## config.mk

```make
export PLATFORM = sky130hd
export DESIGN_NAME = tbase_array
export DESIGN_NICKNAME = d
export VERILOG_FILES = /design/src/rtl/tbase_pkg.sv /design/src/rtl/tbase_runctl.sv /design/src/rtl/tbase_tick.sv /design/src/rtl/tbase_chan.sv /design/src/rtl/tbase_array.sv
export SDC_FILE = /design/constraint.sdc
export NUM_CORES = 1
export LEC_CHECK = 0
export BUFFER_PORTS_ARGS = -buffer_cell sky130_fd_sc_hd__buf_2
export CAP_MARGIN = 0
export CORE_MARGIN = 2
export CORE_UTILIZATION = 40
export CTS_BUF_LIST = sky130_fd_sc_hd__clkbuf_2
export DETAILED_ROUTE_END_ITERATION = 8
export GPL_TIMING_DRIVEN = 0
export SYNTH_ARGS = -nofsm -noshare
export SYNTH_HDL_FRONTEND = slang
export SYNTH_SLANG_ARGS = --single-unit
```

## constraint.sdc

```tcl
create_clock -name clk -period 3.63 [get_ports clk]
set_input_delay 0.1815 -clock clk [delete_from_list [all_inputs] [get_ports clk]]
set_output_delay 0.1815 -clock clk [all_outputs]
set_load 0.05 [all_outputs]
```

## src/rtl/tbase_pkg.sv

```systemverilog
package tbase_pkg;

    typedef enum logic [1:0] {
        SRC_SLOW = 2'd0,
        SRC_FAST = 2'd1,
        SRC_TOVF = 2'd2,
        SRC_PIN  = 2'd3
    } src_e;

    typedef enum logic [2:0] {
        CM_OFF     = 3'd0,
        CM_CAPTURE = 3'd1,
        CM_MATCH   = 3'd2,
        CM_TOGGLE  = 3'd3,
        CM_PWM     = 3'd4
    } cmode_e;

    typedef enum logic [1:0] {
        RS_STOP = 2'd0,
        RS_RUN  = 2'd1,
        RS_HOLD = 2'd2
    } run_e;

    localparam int A_CTRL    = 0;
    localparam int A_CNT_LO  = 1;
    localparam int A_CNT_HI  = 2;
    localparam int A_FLAGS   = 3;
    localparam int A_CH_BASE = 8;

endpackage

```

## src/rtl/tbase_runctl.sv

```systemverilog
module tbase_runctl
    import tbase_pkg::*;
(
    input  logic clk,
    input  logic rst_n,
    input  logic run,
    input  logic freeze,
    input  logic idle,
    output logic count_en
);

    run_e state_q, state_d;
    logic frz_cond;

    assign frz_cond = freeze && idle;

    always_ff @(posedge clk) begin
        if (!rst_n) state_q <= RS_STOP;
        else        state_q <= state_d;
    end

    always_comb begin
        state_d = state_q;
        unique case (state_q)
            RS_STOP: if (run) state_d = frz_cond ? RS_HOLD : RS_RUN;
            RS_RUN: begin
                if (!run)          state_d = RS_STOP;
                else if (frz_cond) state_d = RS_HOLD;
            end
            RS_HOLD: begin
                if (!run)           state_d = RS_STOP;
                else if (!frz_cond) state_d = RS_RUN;
            end
            default: state_d = RS_STOP;
        endcase
    end

    always_comb begin
        count_en = (state_q == RS_RUN);
    end

endmodule

```

## src/rtl/tbase_tick.sv

```systemverilog
module tbase_tick
    import tbase_pkg::*;
#(
    parameter int DIV_SLOW = 12,
    parameter int DIV_FAST = 4
) (
    input  logic clk,
    input  logic rst_n,
    input  logic en,
    input  src_e src,
    input  logic t0_pulse,
    input  logic ext_pin,
    output logic tick
);

    localparam int SW = $clog2(DIV_SLOW);
    localparam int FW = $clog2(DIV_FAST);

    logic [SW-1:0] slow_q;
    logic [FW-1:0] fast_q;
    logic [2:0]    ext_q;
    logic          slow_hit, fast_hit, ext_fall;

    assign slow_hit = (slow_q == SW'(DIV_SLOW - 1));
    assign fast_hit = (fast_q == FW'(DIV_FAST - 1));
    assign ext_fall = ext_q[2] && !ext_q[1];

    always_ff @(posedge clk) begin
        if (!rst_n) begin
            slow_q <= '0;
            fast_q <= '0;
            ext_q  <= '0;
        end else begin
            slow_q <= slow_hit ? '0 : slow_q + SW'(1);
            fast_q <= fast_hit ? '0 : fast_q + FW'(1);
            ext_q  <= {ext_q[1:0], ext_pin};
        end
    end

    always_comb begin
        tick = 1'b0;
        unique case (src)
            SRC_SLOW: tick = slow_hit;
            SRC_FAST: tick = fast_hit;
            SRC_TOVF: tick = t0_pulse;
            SRC_PIN:  tick = ext_fall;
            default:  tick = 1'b0;
        endcase
        tick = tick && en;
    end

endmodule

```

## src/rtl/tbase_chan.sv

```systemverilog
module tbase_chan
    import tbase_pkg::*;
#(
    parameter int CNT_W = 16
) (
    input  logic             clk,
    input  logic             rst_n,
    input  logic             mode_we,
    input  logic             lo_we,
    input  logic             hi_we,
    input  logic [7:0]       wdata,
    input  logic [CNT_W-1:0] cnt,
    input  logic [CNT_W-1:0] cnt_inc,
    input  logic             cnt_adv,
    input  logic             pin_in,
    output logic             evt,
    output logic [7:0]       mode_q,
    output logic [7:0]       lo_q,
    output logic [7:0]       hi_q,
    output logic             pin_out
);

    logic [5:0] mode_r;
    logic [2:0] pin_q;
    logic       tog_q;
    cmode_e     func;
    logic       rise, fall, cap_hit, mt_hit, pwm_rel;

    assign mode_q = {2'b00, mode_r};
    assign func   = cmode_e'(mode_r[2:0]);
    assign rise   = pin_q[1] && !pin_q[2];
    assign fall   = pin_q[2] && !pin_q[1];

    always_comb begin
        cap_hit = 1'b0;
        mt_hit  = 1'b0;
        pwm_rel = 1'b0;
        pin_out = tog_q;
        case (func)
            CM_CAPTURE: cap_hit = (mode_r[3] && rise) || (mode_r[4] && fall);
            CM_MATCH, CM_TOGGLE:
                mt_hit = cnt_adv && mode_r[5] && (cnt_inc == {hi_q, lo_q});
            CM_PWM: begin
                pwm_rel = cnt_adv && (cnt[7:0] == 8'hFF);
                pin_out = (cnt[7:0] >= lo_q);
            end
            default: ;
        endcase
        evt = cap_hit || mt_hit;
    end

    always_ff @(posedge clk) begin
        if (!rst_n) begin
            mode_r <= '0;
            lo_q   <= '0;
            hi_q   <= '0;
            pin_q  <= '0;
            tog_q  <= 1'b0;
        end else begin
            pin_q <= {pin_q[1:0], pin_in};
            if (mode_we) mode_r <= wdata[5:0];
            if (lo_we)        lo_q <= wdata;
            else if (cap_hit) lo_q <= cnt[7:0];
            else if (pwm_rel) lo_q <= hi_q;
            if (hi_we)        hi_q <= wdata;
            else if (cap_hit) hi_q <= cnt[CNT_W-1:8];
            if (mt_hit && func == CM_TOGGLE) tog_q <= !tog_q;
        end
    end

endmodule

```

## src/rtl/tbase_array.sv

```systemverilog
module tbase_array
    import tbase_pkg::*;
#(
    parameter int NUM_CH   = 5,
    parameter int ADDR_W   = 5,
    parameter int DIV_SLOW = 12,
    parameter int DIV_FAST = 4
) (
    input  logic              clk,
    input  logic              rst_n,
    input  logic              reg_we,
    input  logic [ADDR_W-1:0] reg_addr,
    input  logic [7:0]        reg_wdata,
    output logic [7:0]        reg_rdata,
    input  logic              idle_i,
    input  logic              t0_ovf_i,
    input  logic              ext_cnt_i,
    input  logic [NUM_CH-1:0] ch_in,
    output logic [NUM_CH-1:0] ch_out
);

    localparam int CNT_W = 16;
    localparam int IDX_W = ADDR_W - 2;

    logic              ctrl_run, ctrl_frz, ovf_q;
    src_e              ctrl_src;
    logic [CNT_W-1:0]  cnt_q, cnt_inc;
    logic [NUM_CH-1:0] flag_q, ch_evt;
    logic              cnt_en, tick, cnt_adv;
    logic              wr_ctrl, wr_lo, wr_hi, wr_flag;
    logic [ADDR_W-1:0] ch_off;
    logic              ch_rng;
    logic [IDX_W-1:0]  ch_idx;
    logic [1:0]        ch_sub;
    logic [7:0]        ch_mode [NUM_CH];
    logic [7:0]        ch_lo   [NUM_CH];
    logic [7:0]        ch_hi   [NUM_CH];

    assign wr_ctrl = reg_we && (reg_addr == ADDR_W'(A_CTRL));
    assign wr_lo   = reg_we && (reg_addr == ADDR_W'(A_CNT_LO));
    assign wr_hi   = reg_we && (reg_addr == ADDR_W'(A_CNT_HI));
    assign wr_flag = reg_we && (reg_addr == ADDR_W'(A_FLAGS));
    assign ch_off  = reg_addr - ADDR_W'(A_CH_BASE);
    assign ch_rng  = (reg_addr >= ADDR_W'(A_CH_BASE));
    assign ch_idx  = ch_off[ADDR_W-1:2];
    assign ch_sub  = ch_off[1:0];
    assign cnt_inc = cnt_q + CNT_W'(1);
    assign cnt_adv = tick && !wr_lo && !wr_hi;

    tbase_runctl u_run (
        .clk      (clk),
        .rst_n    (rst_n),
        .run      (ctrl_run),
        .freeze   (ctrl_frz),
        .idle     (idle_i),
        .count_en (cnt_en)
    );

    tbase_tick #(.DIV_SLOW(DIV_SLOW), .DIV_FAST(DIV_FAST)) u_tick (
        .clk      (clk),
        .rst_n    (rst_n),
        .en       (cnt_en),
        .src      (ctrl_src),
        .t0_pulse (t0_ovf_i),
        .ext_pin  (ext_cnt_i),
        .tick     (tick)
    );

    for (genvar g = 0; g < NUM_CH; g++) begin : g_ch
        logic sel;
        assign sel = reg_we && ch_rng && (ch_idx == IDX_W'(g));
        tbase_chan #(.CNT_W(CNT_W)) u_ch (
            .clk     (clk),
            .rst_n   (rst_n),
            .mode_we (sel && ch_sub == 2'd0),
            .lo_we   (sel && ch_sub == 2'd1),
            .hi_we   (sel && ch_sub == 2'd2),
            .wdata   (reg_wdata),
            .cnt     (cnt_q),
            .cnt_inc (cnt_inc),
            .cnt_adv (cnt_adv),
            .pin_in  (ch_in[g]),
            .evt     (ch_evt[g]),
            .mode_q  (ch_mode[g]),
            .lo_q    (ch_lo[g]),
            .hi_q    (ch_hi[g]),
            .pin_out (ch_out[g])
        );
    end

    always_ff @(posedge clk) begin
        if (!rst_n) begin
            ctrl_run <= 1'b0;
            ctrl_frz <= 1'b0;
            ctrl_src <= SRC_SLOW;
            ovf_q    <= 1'b0;
            cnt_q    <= '0;
            flag_q   <= '0;
        end else begin
            if (wr_ctrl) begin
                ctrl_run <= reg_wdata[0];
                ctrl_frz <= reg_wdata[1];
                ctrl_src <= src_e'(reg_wdata[3:2]);
            end
            if (cnt_adv && cnt_q == '1)       ovf_q <= 1'b1;
            else if (wr_ctrl && !reg_wdata[7]) ovf_q <= 1'b0;
            if (wr_lo) cnt_q[7:0]       <= reg_wdata;
            if (wr_hi) cnt_q[CNT_W-1:8] <= reg_wdata;
            if (cnt_adv) cnt_q <= cnt_inc;
            flag_q <= (flag_q & (wr_flag ? reg_wdata[NUM_CH-1:0] : '1)) | ch_evt;
        end
    end

    always_comb begin
        reg_rdata = '0;
        if (reg_addr == ADDR_W'(A_CTRL))
            reg_rdata = {ovf_q, 3'b000, ctrl_src, ctrl_frz, ctrl_run};
        else if (reg_addr == ADDR_W'(A_CNT_LO))
            reg_rdata = cnt_q[7:0];
        else if (reg_addr == ADDR_W'(A_CNT_HI))
            reg_rdata = cnt_q[CNT_W-1:8];
        else if (reg_addr == ADDR_W'(A_FLAGS))
            reg_rdata = 8'(flag_q);
        else if (ch_rng) begin
            for (int i = 0; i < NUM_CH; i++) begin
                if (ch_idx == IDX_W'(i)) begin
                    case (ch_sub)
                        2'd0:    reg_rdata = ch_mode[i];
                        2'd1:    reg_rdata = ch_lo[i];
                        2'd2:    reg_rdata = ch_hi[i];
                        default: reg_rdata = '0;
                    endcase
                end
            end
        end
    end

endmodule

```

==> metrics.yaml <==
viasPerCell: 6.36
die_w_um: 178
synth.distinct_cells: 76
drt-total-wl_um: 58500
vias: 12620
yosysTopAreaCell: "dfxtp_1"
cts.sinks: 167
core_mm2: 0.0297
cts_tree: "built"
ys_top_cells_by_count: "mux2i_1, dfxtp_1, nor2_1"
period_needed_ns: 3.67
rr_startpoint: "cnt_q[1]"
clockBufferDepth: 2
synth.avg_cell_area_um2: 8.01
switching_share: 0.333
rows: 63
grt_use_total: 0.372
drive_gt1_frac: 0.0791
power.density_mw_per_mm2: 253
cts-root-buf: "clkbuf_2"
min_path_type: "in2reg"
clkTransAtPathRegs_ns: 0.25
criticalPathCategory: "in2out"
die_area_mm2: 0.0316
die_h_um: 178
yosysSeqAreaShare: 0.277
crit_fanout: 10
p_sw_uw: 1130
setup_viol: 2
gp_congestion: 1.05
violations: "negative setup slack"
ir_drop_mv: 0.260
worst_slack_ns: -0.0360
whs_ns: 0.0434
synthCells: 1509
synth_top_flop_cell: "dfxtp_1"
design_area_mm2: 0.0134
synth.most_common_cell: "mux2i_1"
min_to: "u_tick.ext_q[0]"
clk_latency_ns: 0.90
ys_warn_count: 0
slew_headroom: 0.196
pwr-share-clk: 0.307
overflow: 0
grt_max_degree: 17
rr_worst_depth: 10
cts_made_buffers: 17
worstPathArrival_ns: 3.48
fin_crit_sh: 1.01
min_from: "ext_cnt_i"
syn_to_final_growth_pct: 10.6
reg2reg_slack_ns: -0.01
timing.rr.end: "g_ch[0].u_ch.tog_q"
syn_area_mm2: 0.0121
worstMarginPinSlew_ns: 1.21
min_path_cells: 3
drt_iter0_drc: 1798
synth_seq_cells: 167
seqPwrFrac: 0.558
critPathRequiredTime_ns: 3.45
pin_count: 37
antenna_found_initial: 2
first_global_vias: 11610
dr.pass1.iters: 9
power_leakage_uw: 0.00461
crit_path_end_kind: "output port"
synth_top_cell_area_share: 0.277
power_uw: 3390
utilization: 0.450
internal_power_uw: 2260
avgRoutedWirePerCell_um: 29.5
hpwl_um: 42600
clock.fmax_ghz: 0.273
skew_ns: 0.0863
combinationalPowerShare: 0.134
synthArstFlopShare: 0
htreeDepth: 4
synth-edff-count: 0
cp-start-kind: "input pin"
fin_tns_setup_ns: -0.0471
placed_cell_area_mm2: 0.0127
start_util: 0.407
slew_violations: 0
status: "complete, but fails checks"
cap_violations: 0
nets: 1647
grt_pass1_wl_um: 83100
synth_area_leaders: "dfxtp_1, mux2i_1, nor2_1, ha_1, nand2_1"
port_buffers: 27
rsz0062_at_grt: "yes"
synth_nets: 1577
hold_viol: 0
drc_errors: 0
ant_nets: 0
-- worst max path at each step --
stage	start	end	slack [ns]	cells past startpoint
floorplan	reg_addr[0]	reg_rdata[5]	0.43	10
global placement	cnt_q[0]	g_ch[3].u_ch.tog_q	-0.58	10
detailed placement	cnt_q[0]	g_ch[3].u_ch.tog_q	-0.54	10
CTS	cnt_q[0]	ch_out[1]	0.002	13
global route	cnt_q[0]	ch_out[0]	-0.08	13
finish	reg_addr[0]	reg_rdata[0]	-0.04	9
-- cell usage in the layout, fill, tap and decap left out, types with 8 or more instances in the layout --
master,count
a211o_1,8
nand2b_1,22
nor3b_1,10
and3_1,11
nor3_1,29
ha_1,43
nand2_1,142
a22oi_1,9
nor2b_1,11
a21oi_1,69
xor2_1,18
nand3_1,36
clkbuf_2,24
clkbuf_1,93
buf_4,11
xnor2_1,42
o211ai_1,9
inv_1,49
nand4_1,12
a211oi_1,34
mux2i_1,171
and2_1,25
dlygate4sd3_1,20
dfxtp_1,163
xnor3_1,16
a21o_1,18
buf_1,8
o21ai_0,99
o21a_1,11
buf_2,32
nor2_1,164
-- worst max-delay path, cell delays in order --
cell	delay [ns]
buf_2	0.28
buf_2	0.40
clkdlybuf4s15_2	0.56
clkdlybuf4s15_2	0.58
mux2i_1	0.56
o2111ai_1	0.17
a32o_1	0.29
a22o_1	0.22
buf_2	0.22
-- power groups by stage --
stage	clock (uW)	combinational (uW)	sequential [uW]
after floorplan	0	248	1910
after global placement	0	417	1920
after detailed placement	0	417	1920
after CTS	1030	436	1890
after global routing	1110	471	1900
final	1040	455	1890
-- flip-flops by register name, summed over array words and instances (netlist names), 2 cells and up --
register,flops
g_ch.u_ch.hi_q,40
g_ch.u_ch.lo_q,40
g_ch.u_ch.mode_r,30
cnt_q,16
g_ch.u_ch.pin_q,15
flag_q,5
g_ch.u_ch.tog_q,5
u_tick.slow_q,4
u_tick.ext_q,3
ctrl_src,2
u_run.state_q,2
u_tick.fast_q,2
-- per-stage QoR --
step	setup slack, ns	std cells
3_5_place_dp	-0.542	1926
4_1_cts	0.00242	1978
6_report	-0.0360	1984
2_1_floorplan	0.433	1509
5_1_grt	-0.0825	1984
3_3_place_gp	-0.583	1926
-- metal layers --
metal | vias to the layer above | routed length, um | global-route usage
met3 | 197 | 6640 | 0.0900
met1 | 6039 | 24100 | 0.502
li1 | 5498 | - | -
met2 | 886 | 24000 | 0.550
met4 | 0 | 3680 | 0.188
met5 | - | 0 | 0
-- timing repair --
item | in CTS | in global routing
resized for setup | 33 | 26
hold buffers | 17 | 3
setup endpoints to repair | 19 | 15
pin swaps | 2 | 10
hold endpoints to repair | 33 | 4
setup buffers | 3 | 1
-- final cells by class --
| class | count | area [um^2] |
|---|---|---|
| fillers | 3025 | 16400 |
| well taps | 390 | 488 |
| repair buffers | 51 | 409 |
| clock inverters | 13 | 120 |
| multi-input cells | 1162 | 8120 |
| diodes | 2 | 5.00 |
| clock buffers | 19 | 95.1 |
| flip-flops and latches | 167 | 3350 |
| inverters | 51 | 195 |
| plain buffers | 129 | 579 |
-- cells by family (layout without fill, tap and decap cells) --
group / count (synthesis) / after routing / synth area share
buffers and inverters: 180 / 263 / 0.0594
and+or+nand+nor: 521 / 521 / 0.211
xor gates and xnor gates: 78 / 78 / 0.0754
AOI/OAI and AO/OA: 344 / 344 / 0.183
adders and majority gates: 44 / 44 / 0.0456
DFF: 167 / 167 / 0.277
muxes: 175 / 175 / 0.149
other: 0 / 2 / 0
No activity file was read; power rests on OpenSTA's default activity.
